<file path="src/rtl/dbs_pkg.sv">
package dbs_pkg;
  typedef enum logic [1:0] {PW_8 = 2'd0, PW_16 = 2'd1, PW_32 = 2'd2} port_w_t;
  typedef enum logic {ST_IDLE = 1'b0, ST_RUN = 1'b1} ctl_state_t;
endpackage

</file>
<file path="src/rtl/dbs_term_decode.sv">
module dbs_term_decode #(
  parameter int CNT_W     = 4,
  parameter int ASYNC_MIN = 3,
  parameter int SYNC_MIN  = 2
) (
  input  logic              run,
  input  logic [CNT_W-1:0]  cnt,
  input  logic [1:0]        ack_n,
  input  logic              sterm,
  input  logic              berr,
  input  logic              halt,
  output logic              fin,
  output dbs_pkg::port_w_t  port,
  output logic              abort,
  output logic              retry
);
  import dbs_pkg::*;
  localparam logic [CNT_W-1:0] SYNC_CNT  = CNT_W'(SYNC_MIN - 1);
  localparam logic [CNT_W-1:0] ASYNC_CNT = CNT_W'(ASYNC_MIN - 1);

  logic sync_win, async_win, sterm_hit, ack_hit;

  always_comb begin
    sync_win  = run && (cnt >= SYNC_CNT);
    async_win = run && (cnt >= ASYNC_CNT);
    retry     = sync_win && berr && halt;
    abort     = sync_win && berr && !halt;
    sterm_hit = sync_win && sterm && !berr;
    ack_hit   = async_win && (ack_n != 2'b11) && !berr;
    fin       = sterm_hit || ack_hit;
    if (sterm_hit) port = PW_32;
    else begin
      case (ack_n)
        2'b00:   port = PW_32;
        2'b01:   port = PW_16;
        default: port = PW_8;
      endcase
    end
  end
endmodule

</file>
<file path="src/rtl/dbs_lane_calc.sv">
module dbs_lane_calc #(
  parameter int DATA_W = 32
) (
  input  logic [1:0]        addr_lo,
  input  logic [2:0]        rem,
  input  dbs_pkg::port_w_t  port,
  input  logic [DATA_W-1:0] pend,
  input  logic [DATA_W-1:0] acc,
  input  logic [DATA_W-1:0] rd_lanes,
  output logic [2:0]        take,
  output logic [DATA_W-1:0] acc_next,
  output logic [DATA_W-1:0] wr_lanes
);
  import dbs_pkg::*;
  localparam int LANES = DATA_W / 8;

  logic [2:0]        room;
  logic [1:0]        first_lane;
  logic [DATA_W-1:0] aligned;

  always_comb begin
    case (port)
      PW_32:   begin room = 3'd4 - {1'b0, addr_lo};     first_lane = addr_lo; end
      PW_16:   begin room = 3'd2 - {2'b0, addr_lo[0]};  first_lane = {1'b0, addr_lo[0]}; end
      default: begin room = 3'd1;                       first_lane = 2'd0; end
    endcase
    take     = (rem < room) ? rem : room;
    aligned  = rd_lanes << {1'b0, first_lane, 3'b000};
    acc_next = (acc << {take, 3'b000}) | (aligned >> (6'd32 - {take, 3'b000}));
  end

  // each lane carries the pending byte that any port width would expect there
  for (genvar j = 0; j < LANES; j++) begin : g_lane
    logic [1:0] src;
    always_comb begin
      case (addr_lo)
        2'd0:    src = 2'(j);
        2'd1:    src = (j == 0) ? 2'd0 : 2'(j - 1);
        2'd2:    src = {1'b0, 1'(j % 2)};
        default: src = 2'd0;
      endcase
      wr_lanes[DATA_W-1-8*j -: 8] = pend[DATA_W-1-8*src -: 8];
    end
  end
endmodule

</file>
<file path="src/rtl/dbs_ctrl.sv">
module dbs_ctrl #(
  parameter int ADDR_W    = 32,
  parameter int DATA_W    = 32,
  parameter int CNT_W     = 4,
  parameter int ASYNC_MIN = 3,
  parameter int SYNC_MIN  = 2
) (
  input  logic              clk,
  input  logic              rst,
  input  logic              req_valid,
  input  logic [ADDR_W-1:0] req_addr,
  input  logic [1:0]        req_size,
  input  logic              req_write,
  input  logic [DATA_W-1:0] req_wdata,
  output logic              req_ready,
  output logic              done,
  output logic              err,
  output logic [DATA_W-1:0] rdata,
  output logic              bus_cyc,
  output logic              bus_start,
  output logic [ADDR_W-1:0] bus_addr,
  output logic [1:0]        bus_size,
  output logic              bus_write,
  output logic [DATA_W-1:0] bus_wdata,
  input  logic [DATA_W-1:0] bus_rdata,
  input  logic [1:0]        ack_n,
  input  logic              sterm,
  input  logic              berr,
  input  logic              halt
);
  import dbs_pkg::*;
  localparam logic [CNT_W-1:0] CNT_MAX = '1;

  ctl_state_t        state;
  logic [CNT_W-1:0]  cnt;
  logic [2:0]        rem;
  logic [DATA_W-1:0] pend, acc, acc_next;
  logic [2:0]        take, req_n;
  logic              fin, abort, retry;
  port_w_t           port;

  dbs_term_decode #(.CNT_W(CNT_W), .ASYNC_MIN(ASYNC_MIN), .SYNC_MIN(SYNC_MIN)) u_term (
    .run(state == ST_RUN), .cnt(cnt), .ack_n(ack_n), .sterm(sterm),
    .berr(berr), .halt(halt), .fin(fin), .port(port), .abort(abort), .retry(retry));

  dbs_lane_calc #(.DATA_W(DATA_W)) u_lane (
    .addr_lo(bus_addr[1:0]), .rem(rem), .port(port), .pend(pend), .acc(acc),
    .rd_lanes(bus_rdata), .take(take), .acc_next(acc_next), .wr_lanes(bus_wdata));

  assign req_n     = (req_size == 2'b00) ? 3'd4 : {1'b0, req_size};
  assign req_ready = (state == ST_IDLE);
  assign bus_cyc   = (state == ST_RUN);
  assign bus_size  = rem[1:0];

  always_ff @(posedge clk) begin
    if (rst) begin
      state     <= ST_IDLE;
      cnt       <= '0;
      rem       <= 3'd4;
      pend      <= '0;
      acc       <= '0;
      bus_addr  <= '0;
      bus_write <= 1'b0;
      bus_start <= 1'b0;
      done      <= 1'b0;
      err       <= 1'b0;
      rdata     <= '0;
    end else begin
      done      <= 1'b0;
      err       <= 1'b0;
      bus_start <= 1'b0;
      case (state)
        ST_IDLE: if (req_valid) begin
          state     <= ST_RUN;
          bus_addr  <= req_addr;
          rem       <= req_n;
          bus_write <= req_write;
          pend      <= req_wdata << {3'd4 - req_n, 3'b000};
          acc       <= '0;
          cnt       <= '0;
          bus_start <= 1'b1;
        end
        default: begin
          if (retry) begin
            cnt       <= '0;
            bus_start <= 1'b1;
          end else if (abort) begin
            state <= ST_IDLE;
            done  <= 1'b1;
            err   <= 1'b1;
            rdata <= '0;
          end else if (fin) begin
            if (take == rem) begin
              state <= ST_IDLE;
              done  <= 1'b1;
              rdata <= bus_write ? '0 : acc_next;
            end else begin
              bus_addr  <= bus_addr + ADDR_W'(take);
              rem       <= rem - take;
              pend      <= pend << {take, 3'b000};
              acc       <= acc_next;
              cnt       <= '0;
              bus_start <= 1'b1;
            end
          end else if (cnt != CNT_MAX) begin
            cnt <= cnt + 1'b1;
          end
        end
      endcase
    end
  end
endmodule

</file>
<file path="config.mk">
export PLATFORM = sky130hd
export DESIGN_NAME = dbs_ctrl
export DESIGN_NICKNAME = d
export VERILOG_FILES = /design/src/rtl/dbs_pkg.sv /design/src/rtl/dbs_term_decode.sv /design/src/rtl/dbs_lane_calc.sv /design/src/rtl/dbs_ctrl.sv
export SDC_FILE = /design/constraint.sdc
export NUM_CORES = 1
export LEC_CHECK = 0
export BUFFER_PORTS_ARGS = -buffer_cell sky130_fd_sc_hd__buf_2
export CAP_MARGIN = 10
export CORE_AREA = 10 10 144 146
export DETAILED_ROUTE_END_ITERATION = 12
export DIE_AREA = 0 0 154 156
export PLACE_DENSITY = 0.81
export SYNTH_ARGS = -nofsm -noshare
export SYNTH_HDL_FRONTEND = slang
export SYNTH_SLANG_ARGS = --single-unit
</file>
<file path="constraint.sdc">
create_clock -name clk -period 8.7 [get_ports clk]
set_input_delay 1.74 -clock clk [delete_from_list [all_inputs] [get_ports clk]]
set_output_delay 1.74 -clock clk [all_outputs]
set_load 0.03 [all_outputs]
</file>
# Word-level counts from Yosys, hierarchy flattened
# Index checks and enable logic that the tools add are counted.
word_totals:
  regBits: 140
  output_inout_bits: 104
  elab_cells: 132
op_classes:
  addsub: 10
  n_lt_le_gt_ge: 3
  eq_ne: 15
  shift: 8
  n_mux: 58
  bitwise_logic: 3
  reduce_logical: 24
op_table:
  columns: ["op", "count"]
  rows:
  - ["$mux W32", 22]
  - ["$shiftx A39 B33 Y8", 3]
  - ["$shl A32 B6 Y32", 3]
  - ["$add A32 B3 Y32", 1]
  - ["$or A32 B32 Y32", 1]
  - ["$shl A32 B5 Y32", 1]
  - ["$shr A32 B6 Y32", 1]
  - ["$mux W4", 7]
  - ["$mux W3", 8]
  - ["$mux W1", 15]
  - ["$pmux W2 S2", 3]
  - ["$sub A5 B5 Y6 const A", 2]
  - ["$logic_and A1 B1 Y1", 9]
  - ["$ne A2 B2 Y1 const B", 4]
  - ["$ne A4 B4 Y1 const B", 2]
  - ["$reduce_and A4 Y1", 2]
  - ["$eq A2 B1 Y1 const B", 3]
  - ["$logic_not A2 Y1", 3]
  - ["$pmux W2 S3", 1]
  - ["$pmux W3 S2", 1]
  - ["$reduce_bool A2 Y1", 3]
  - ["$sub A5 B4 Y6 const A", 1]
  - ["$sub A6 B6 Y6 const A", 1]
  - ["$reduce_and A5 Y1", 1]
  - ["other kinds (20)", 23]

# Logic depth before layout (Yosys ltp)
# Gate-level depths: netlist of run 1.
depth:
  ltp_word: 17
  ltp_mapped: 28
  depth_no_buf: 24

# Hierarchy
# Synthesis of run 1 repeated with hierarchy kept, for this count alone.
unflattened:
  hier_cells: 1206
  hier_area_um2: 9830.7
modules_own_cells:
  columns: ["mod", "n_inst", "cells_each", "area_each_um2", "seq_area_each_um2"]
  rows:
  - ["dbs_ctrl", 1, 835, 7026.7, 2802.7]
  - ["dbs_lane_calc", 1, 359, 2730.1, 0.0]
  - ["dbs_term_decode", 1, 12, 73.8, 0.0]

# Worst setup path before layout of run 1
# Ideal clock, no wire load.
synth_path:
  path_kind: "input to register"
  startpoint: "input port berr"
  endpoint: "register bus_addr[28]"
  setup_ns: 0.115
  arrival_ns: 6.534
  required_ns: 8.585
  path_slack_ns: 2.051
  path_stages: 24
  path_buffers: 4
  cell_sequence: "nor2b_1 nand3_1 and3b_1 ha_1 inv_2 buf_1 nand3_1 ha_1 o21a_1 buf_2 o211ai_4 nand2_2 inv_1 buf_2 buf_1 ha_1 inv_1 fa_1 nor2b_1 o2111ai_1 nor3_1 a311oi_1 a31oi_1 a21bo_2"
synth_via:
  elab_chain_cells: 13
  word_cells_on_any_way: 25
  cone_classes: "add/sub: 1; order compare: 1; eq/ne: 7; mux: 8; reduce/logical: 8"
synth_rtl:
  columns: ["item", "line", "text"]
  rows:
  - ["start: declaration", "dbs_ctrl.sv:28", "input logic berr,"]
  - ["$logic_not A1 Y1", "dbs_term_decode.sv:28, dbs_term_decode.sv:29", null]
  - ["$logic_and A1 B1 Y1", "dbs_term_decode.sv:28", "sterm_hit = sync_win && sterm && !berr;"]
  - ["$mux W2", "dbs_term_decode.sv:31", "if (sterm_hit) port = PW_32;"]
  - ["$eq A2 B1 Y1 or $eq A2 B2 Y1 (tied branches)", "dbs_lane_calc.sv:22", "case (port)"]
  - ["$pmux W3 S2", "dbs_lane_calc.sv:22", null]
  - ["$lt A3 B3 Y1", "dbs_lane_calc.sv:27", "take = (rem < room) ? rem : room;"]
  - ["$mux W3", "dbs_lane_calc.sv:27", null]
  - ["$add A32 B3 Y32", "dbs_ctrl.sv:98", "bus_addr <= bus_addr + ADDR_W'(take);"]
  - ["$mux W32", "dbs_ctrl.sv:93", "if (take == rem) begin"]
  - ["$mux W32", "dbs_ctrl.sv:92", "end else if (fin) begin"]
  - ["$mux W32", "dbs_ctrl.sv:87", "end else if (abort) begin"]
  - ["$mux W32", "dbs_ctrl.sv:84", "if (retry) begin"]
  - ["$mux W32", "dbs_ctrl.sv:72", "case (state)"]
  - ["end signal: assignment", "dbs_ctrl.sv:75", "bus_addr <= req_addr;"]
  - ["end signal: assignment", "dbs_ctrl.sv:98", null]
  - ["end: declaration", "dbs_ctrl.sv:21", "output logic [ADDR_W-1:0] bus_addr,"]
# Several ways; a longest one is shown, not always the timed one. The select of a mux whose other input is x is not followed.
# A chain may end at the register's enable or synchronous reset.

# Worst setup path after layout of run 1
layout_path:
  startpoint: "input port berr"
  endpoint: "register acc[3]"
layout_via:
  elab_chain_cells: 15
  word_cells_on_any_way: 30
  cone_classes: "add/sub: 1; order compare: 1; eq/ne: 7; shift: 3; mux: 9; bitwise: 1; reduce/logical: 8"
layout_rtl:
  columns: ["item", "line", "text"]
  rows:
  - ["$logic_not A1 Y1", "dbs_term_decode.sv:28, dbs_term_decode.sv:29", null]
  - ["$logic_and A1 B1 Y1", "dbs_term_decode.sv:28", null]
  - ["$mux W2", "dbs_term_decode.sv:31", null]
  - ["$eq A2 B1 Y1 or $eq A2 B2 Y1 (tied branches)", "dbs_lane_calc.sv:22", null]
  - ["$pmux W3 S2", "dbs_lane_calc.sv:22", null]
  - ["$lt A3 B3 Y1", "dbs_lane_calc.sv:27", null]
  - ["$mux W3", "dbs_lane_calc.sv:27", null]
  - ["$sub A6 B6 Y6", "dbs_lane_calc.sv:29", "acc_next = (acc << {take, 3'b000}) | (aligned >> (6'd32 - {take, 3'b000}));"]
  - ["$shr A32 B6 Y32", "dbs_lane_calc.sv:29", null]
  - ["$or A32 B32 Y32", "dbs_lane_calc.sv:29", null]
  - ["$mux W32", "dbs_ctrl.sv:93", null]
  - ["$mux W32", "dbs_ctrl.sv:92", null]
  - ["$mux W32", "dbs_ctrl.sv:87", null]
  - ["$mux W32", "dbs_ctrl.sv:84", null]
  - ["$mux W32", "dbs_ctrl.sv:72", null]
  - ["end signal: assignment", "dbs_ctrl.sv:101", "acc <= acc_next;"]
  - ["end: declaration", "dbs_ctrl.sv:37", "logic [DATA_W-1:0] pend, acc, acc_next;"]
# Several ways; a longest one is shown, not always the timed one. The select of a mux whose other input is x is not followed.

==> results of run 1 <==
cell families after synthesis:
| kind of cell | after synthesis | synth area share [%] |
|---|---|---|
| adders and majority gates | 24 | 3.21 |
| DFF | 140 | 28.5 |
| and+or+nand+nor | 392 | 19.5 |
| muxes | 107 | 14.4 |
| xor gates and xnor gates | 3 | 0.267 |
| buffers and inverters | 133 | 5.93 |
| AOI/OAI and AO/OA | 378 | 28.3 |
per-stage QoR:
step | hold WS (ns) | worst slack (ns) | instances | power, W
5_1_grt | 0.500 | 0.967 | 1560 | 0.00218
6_report | 0.466 | 1.39 | 1561 | 0.00211
2_1_floorplan | 0.450 | 2.05 | 1177 | 0.00113
3_5_place_dp | 0.444 | 1.12 | 1529 | 0.00129
3_3_place_gp | 0.434 | 1.34 | 1529 | 0.00128
4_1_cts | 0.462 | 1.54 | 1560 | 0.00209
report_power, final:
group / leakage (nW) / internal (W) / switching, W
combinational: 3.27 / 0.000202 / 0.000388
sequential: 1.14 / 0.000667 / 0.0000373
clock: 0.315 / 0.000520 / 0.000293
total: 4.73 / 0.00139 / 0.000718
registers in the layout, indices dropped and copies added, names as in the netlist:
name	flops
acc	32
bus_addr	32
pend	32
rdata	32
cnt	4
rem	3
bus_cyc	1
bus_start	1
bus_write	1
done	1
err	1
Yosys cell counts, types with 4 or more instances:
cell type | n | area, um2
o2111ai_1 | 8 | 70.1
o21ai_0 | 57 | 285
nand2_1 | 134 | 503
buf_1 | 11 | 41.3
a31oi_1 | 12 | 75.1
o2bb2ai_1 | 14 | 123
mux4_2 | 24 | 541
o221a_2 | 7 | 78.8
a211o_1 | 6 | 52.6
or4_1 | 4 | 30.0
nand2b_1 | 20 | 125
a22oi_1 | 5 | 37.5
nand4_1 | 20 | 125
a22o_1 | 17 | 149
nand3b_1 | 4 | 30.0
a2111oi_1 | 4 | 40.0
and2_1 | 4 | 25.0
a221oi_1 | 14 | 123
a2bb2oi_1 | 8 | 70.1
o211ai_1 | 27 | 203
o21ai_1 | 5 | 25.0
nand3_1 | 45 | 225
nor2b_1 | 9 | 56.3
mux2_2 | 35 | 394
mux2i_1 | 48 | 480
a21o_1 | 10 | 75.1
a32oi_1 | 4 | 35.0
buf_4 | 13 | 97.6
and3_1 | 7 | 43.8
a211oi_1 | 26 | 195
dfxtp_1 | 140 | 2800
o221a_1 | 7 | 78.8
clkbuf_1 | 56 | 210
nor3b_1 | 10 | 75.1
inv_1 | 27 | 101
a221o_1 | 29 | 290
buf_2 | 22 | 110
nor2_1 | 76 | 285
a21oi_1 | 76 | 380
ha_1 | 22 | 275
o22ai_1 | 9 | 56.3
nor3_1 | 34 | 170
cell type report:
cell class	count	share of cell area, %
antenna	1	0.0218
clock buffer	19	3.94
clock inverter	12	1.69
inverter	30	0.980
multi-input combinational	904	56.3
sequential	140	24.4
tap	229	2.49
timing repair buffer	226	10.2
worst paths after layout:
kind	start	slack, ns	end	depth (start not counted)
worst min register to register	rdata[12]	0.47	rdata[12]	2
worst max-delay path	berr	1.39	acc[3]	19
worst min-delay path	rdata[12]	0.47	rdata[12]	2
worst max register to register	cnt[1]	1.89	acc[3]	20
layer usage:
metal	global-route usage [%]	wire length, um
met5	0	0
met3	7.64	3620
met2	43.1	15600
met1	32.9	13400
met4	10.5	1160
layout by cell type, fill, tap and decap left out, types with 5 or more instances in the layout:
| cell | count |
|---|---|
| o2111ai_1 | 8 |
| dfxtp_1 | 139 |
| inv_1 | 27 |
| mux4_2 | 24 |
| a22o_1 | 17 |
| nand3_1 | 45 |
| mux2_2 | 35 |
| a21o_1 | 10 |
| nor3b_1 | 10 |
| nor3_1 | 34 |
| a21oi_1 | 76 |
| nor2_1 | 74 |
| a221oi_1 | 14 |
| a211oi_1 | 25 |
| a221o_1 | 29 |
| buf_4 | 16 |
| mux2i_1 | 48 |
| o21ai_0 | 57 |
| and3_1 | 7 |
| o221a_2 | 7 |
| a211o_1 | 6 |
| nand2_1 | 134 |
| buf_2 | 210 |
| bufinv_16 | 5 |
| a31oi_1 | 12 |
| nor2b_1 | 9 |
| clkbuf_16 | 17 |
| a22oi_1 | 5 |
| o221a_1 | 7 |
| o2bb2ai_1 | 14 |
| ha_1 | 22 |
| o22ai_1 | 9 |
| nand2b_1 | 20 |
| nand4_1 | 20 |
| o21ai_1 | 5 |
| a2bb2oi_1 | 8 |
| o211ai_1 | 27 |
worst register-to-register path: cells and delay by family, from the launching register on:
family                     cells  cell delay, ns
AOI/OAI and AO/OA              5            1.89
adders and majority gates      4            1.51
and+or+nand+nor                7            1.56
DFF                            1            0.43
buffers and inverters          4            1.31
==> metrics list, run 1 <==
- The flow ran to the end, and the final reports show no timing, DRC or antenna violations.
* Vias per std cell: around 6.7
* LEAKAGE: 4.73 nW
- The multi-input combinational cells in the finished layout cover a total of around 6500 um2.
- For this run, the detailed router's first-pass iteration total came to 6.
* Crit path buf inv count: 4
- From synthesis to final layout, the design area changed by 16.8%.
- Synthesis instantiated slightly above 80 different standard cells from the library.
- Sequence of cells on the critical path: buf_2 -> nor2b_1 -> nand3_1 -> and3b_1 -> ha_1 -> inv_2 -> nand3_1 -> ha_1 -> a211o_1 -> nand2_2 -> inv_1 -> ha_1 -> and3b_1 -> a211o_4 -> o21a_4 -> a31oi_4 -> buf_4 -> nor2_1 -> a221o_1
- For this run, the number of Yosys warnings is 0.
* Final Net Count: around 1,500
- Max-cap violations in this run came to 0.
- In this run, the number of DRC markers left after iteration 0 of detailed routing was about 1,300.
- Worst path max stage delay: approximately 0.6 ns
- Category of cells accounting for the largest share of critical-path delay: compound AO/OA/AOI/OAI gates
* Setup_tns: 0 ns
* Count of hold-fix buffers inserted at cts: 0
- A synthesized cell averages 8.36 um2.
- Width of the die: 154 um
- The HPWL after detailed placement is roughly 24,000 um.
- At the later pin of the worst-skew pair, clock insertion delay measures ~0.44 ns.
- The worst-case IR drop observed on VDD is between 150 and 200 uV.
- Clk root buf: clkbuf_16
- In this run the worst hold path is classified as reg2reg.
* Final Setup Violations: 0
* Total CTS buffers: 17
- CTS saw between 100 and 150 sinks.
- Clock buffer depth: 2
- Number of levels in the clock H-tree: 4
* Effective utilization at floorplan: ~55%
- Final core occ: between 60% and 70%
* GPL Wtd Cong: slightly below 1
- The core region is approximately 18,000 um2.
* Type of origin of the critical path: input pin
* Post-CTS Setup Repair Bufs: 0
- After global routing the overflow that remains totals 0.
- Fraction of the cycle the final worst path needs: a little over four fifths
* Overall via count from detail_route: roughly 10,000
* Portion of the post-synthesis area used by sequential elements: 28.5%
- Syn Std Cell Area: roughly 10000 um2
* Max frequency: 137 MHz
* Post-Syn Nets: around 1,300
* Number of I/O port buffers: between 200 and 250
- Post-CTS repair changed the size of 0 cells.
- Setup repair after global routing left no endpoint under its margin.
* Placement Rows: between 40 and 50
* Post-route design area: about 11,000 um2
- Layout cells sized above 1: between 20% and 30%
- After detailed routing, the number of remaining DRC violations is 0.
* Slowest-stage cell, CP: inv_1
- The clock arrives with ~0.0077 ns of skew.
* Via count of the first global-routing pass: ~10,000
* Main synth FF type: dfxtp_1
- Classification of the worst setup path: in2reg
- After synthesis the netlist holds a flip-flop and latch count of 140.
* FF/Latch Area: 2800 um2
- Top fanout value on the critical path: slightly above 40
* Total global-route track usage: 26.7%
- At the pin with the least slew margin, the transition time is between 1 and 1.5 ns.
* Count of flip-flops with a built-in enable after synthesis: 0
* Clock slew at reported path FFs: ~0.06 ns
- Vertical die dimension: roughly 160 um
- Kind of end point of the critical path: flop
* Io pins: approximately 210
- The total count of hold-check failures in the final report is 0.
* Layout filler cell count: roughly 1,500
- Data required time at the worst endpoint: 9.02 ns
- Dividing the detail-routed wire length by the instance count gives ~22 um.
* Minimum period implied by the final worst setup slack: 7.31 ns
- Antenna violations before repair: 1
- Data on the critical path arrives at its endpoint at 7.63 ns.
- Overall die area: 24,000 um2
- Syn Inst Count: 1,177
* Number of nets still failing antenna checks after routing: 0
- Summed over all layers, the routed wires come to 33,800 um.
- For this design the ratio of total power to cell area is approximately 180 nW/um2.
- CP dominant cell by count: ha_1
- TritonCTS clock tree: built
- In this run the tightest slew margin relative to its limit is a little over a fifth.
- Once placement finished, the instance area stood at 10,800 um2.
- Async set-or-reset flop fraction in the synthesized netlist: 0%
- Maximum number of pins on one net before global-route repair: 69
- Number of pins with negative max-slew slack in the final report: 0
- The first global-routing pass estimated roughly 53,000 um of wire.
(Power assumes the default switching activity.)
==> inputs of run 2 (changes only) <==
- clock period: 8.7 -> 7.4 ns (I/O delays scaled with it)
==> run 2 against run 1 <==
Combinational power is 17% higher. First-iteration DRC count fell by 9.8%. Core utilization shrank 0.43 points. Count of clock-buffer cells in the layout rose by 2. Largest power group unchanged. Highest routed layer is now met5.
==> metrics list, run 2 (synthesis results as in run 1) <==
- Outcome: completed
* Minimum period implied by the final worst setup slack: 6.61 ns
- Final Net Count: approximately 1,500
- LEAKAGE: roughly 4.7 nW
- VDD IR-drop max: between 200 and 250 uV
* Most common library cell in the layout ignoring fill and taps: buf_2
- After global routing the overflow that remains totals 0.
* Fraction of the cycle the final worst path needs: slightly below 90%
- The first global-routing pass estimated roughly 54,000 um of wire.
- Across all setup checks in the final design, the least slack found is ~0.8 ns.
- Clock buffer depth: 2
- Kind of end point of the critical path: flop
* Setup skew after layout: 0.0102 ns
- Clock net sink count: 140
- Data required time at the worst endpoint: 7.74 ns
- Clk root buf: clkbuf_16
- Dividing the detail-routed via count by the number of cells gives between 6 and 7.
- Total global-route track usage: between 20% and 30%
- Post-route DRC: 0
- The worst setup path is launched from an input pin.
- The critical path in this run is classified as in2reg.
- Before CTS, the worst setup slack after placement is ~0.43 ns.
* Slowest-stage cell, CP: a211o_1
- Setup repair after global routing left no endpoint under its margin.
* Effective utilization at floorplan: between 50% and 60%
* Number of pins with negative max-slew slack in the final report: 0
- Layout cells sized above 1: 26.4%
* Placement Rows: just under 50
* Final Setup Violations: 0
- After clock tree synthesis, the clock-pin slew on the worst setup and hold paths is 0.06 ns.
- Antenna violations before repair: 5
- Post-CTS Setup Repair Bufs: 0
* Hold Path Origin: rdata[14]
- Based on the critical path, the design can be clocked at up to between 150 and 200 MHz.
- Measured against its own limit, the worst slew margin works out to between 20% and 30%.
* Total CTS buffers: 17
* CP dominant cell by count: ha_1
- For the worst-skew pair, the clock arrives at the later sink with an insertion delay of between 0.4 and 0.5 ns.
- The critical path goes through buf_2 -> nor2b_1 -> nand3_1 -> and3b_1 -> ha_1 -> inv_2 -> nand3_1 -> ha_1 -> a211o_1 -> nand2_2 -> inv_1 -> buf_4 -> ha_1 -> inv_1 -> fa_1 -> nor2b_1 -> o2111ai_1 -> nor3_1 -> a311oi_1 -> a31oi_1 -> a21bo_2.
- Io pins: between 200 and 250
* GPL Wtd Cong: approximately 0.94
- The via count of the first global-routing pass came to a little over 10,000.
- In this run the standard cell core region covers between 15,000 and 20,000 um2.
- Vertical die dimension: between 150 and 200 um
- The H-tree generated during clock tree synthesis spans 4 levels.
- Overall die area: between 20,000 and 25,000 um2
* TritonCTS clock tree: built
- For this block, the initial DRC count from the detailed router was about 1,200.
- Relative to the synthesized area, the layout overhead comes to 16.0%.
- Total power divided by cell area: between 200 and 250 nW/um2
* Setup_tns: 0 ns
- The tool flagged a number of max-cap violations equal to 0.
- For this block, the routed nets add up to 34,000 um of wire.
- The floorplan step set the die width to 154 um.
- Worst min path class: reg2reg
- The total count of hold-check failures in the final report was 0.
- Summing internal, switching and leakage power gives about 0.0024 W.
- The first detailed-routing pass ran for 6 iterations.
- In this run the tool buffered the top-level ports with 210 buffer cells.
* R2R setup slack: slightly below 1 ns
* Top fanout value on the critical path: 39
- Count of hold-fix buffers inserted at cts: 0
- Overall via count from detail_route: 10,412
* Average wire length per cell after detail routing: about 22 um
- Most frequent cells in the layout: buf_2, dfxtp_1, nand2_1
- Post-cts resize count: 0
* Maximum number of pins on one net before global-route repair: 69
- FF-to-FF Start: cnt[1]
- Number of nets still failing antenna checks after routing: 0
* Worst path max stage delay: about 0.56 ns
- Measured slew at the worst slew-check pin: 1.15 ns
- CP arrival: 6.95 ns
- Post-detailed-placement half-perimeter wirelength: 24,100 um
- Worst setup path start: berr
run 2: layout make-up:
type	instances	area (um2)
flip-flops and latches	140	2800
clock buffers	21	470
repair buffers	226	1170
clock inverters	11	93.8
inverters	30	113
well taps	229	287
diodes	3	7.51
multi-input cells	904	6460
fillers	1545	6430
run 2: final timing paths:
kind | to | cells after the start
setup / recovery | bus_addr[28] | 21
hold / removal | rdata[14] | 1
setup reg to reg | bus_addr[28] | 23
hold reg to reg | rdata[14] | 1
run 2: worst max-delay path: cells and delay by family:
family                     cells  cell delay, ns
adders and majority gates      4            1.70
buffers and inverters          5            0.96
and+or+nand+nor                7            1.42
AOI/OAI and AO/OA              5            1.36
run 2: power breakdown:
group | total, W | switching (W) | internal [W]
clock | 0.000842 | 0.000356 | 0.000486
sequential | 0.000828 | 0.0000438 | 0.000785
combinational | 0.000691 | 0.000455 | 0.000237
run 2: stage by stage:
| stage | utilization [%] | cells | hold WS, ns | area (um2) |
|---|---|---|---|---|
| 2_1_floorplan | - | 1177 | 0.450 | 9840 |
| 3_3_place_gp | 60.7 | 1529 | 0.434 | 10800 |
| 3_5_place_dp | 60.7 | 1529 | 0.450 | 10800 |
| 4_1_cts | 63.9 | 1561 | 0.473 | 11400 |
| 5_1_grt | 63.9 | 1562 | 0.480 | 11400 |
| 6_report | 63.9 | 1564 | 0.475 | 11400 |
run 2: metal layers:
metal | wire (um) | vias up | track usage (%)
met5 | 7 | - | 0
met4 | 1370 | 2 | 12.2
met3 | 3980 | 121 | 8.99
met2 | 15500 | 679 | 43.0
met1 | 13200 | 4829 | 32.2
li1 | - | 4781 | -
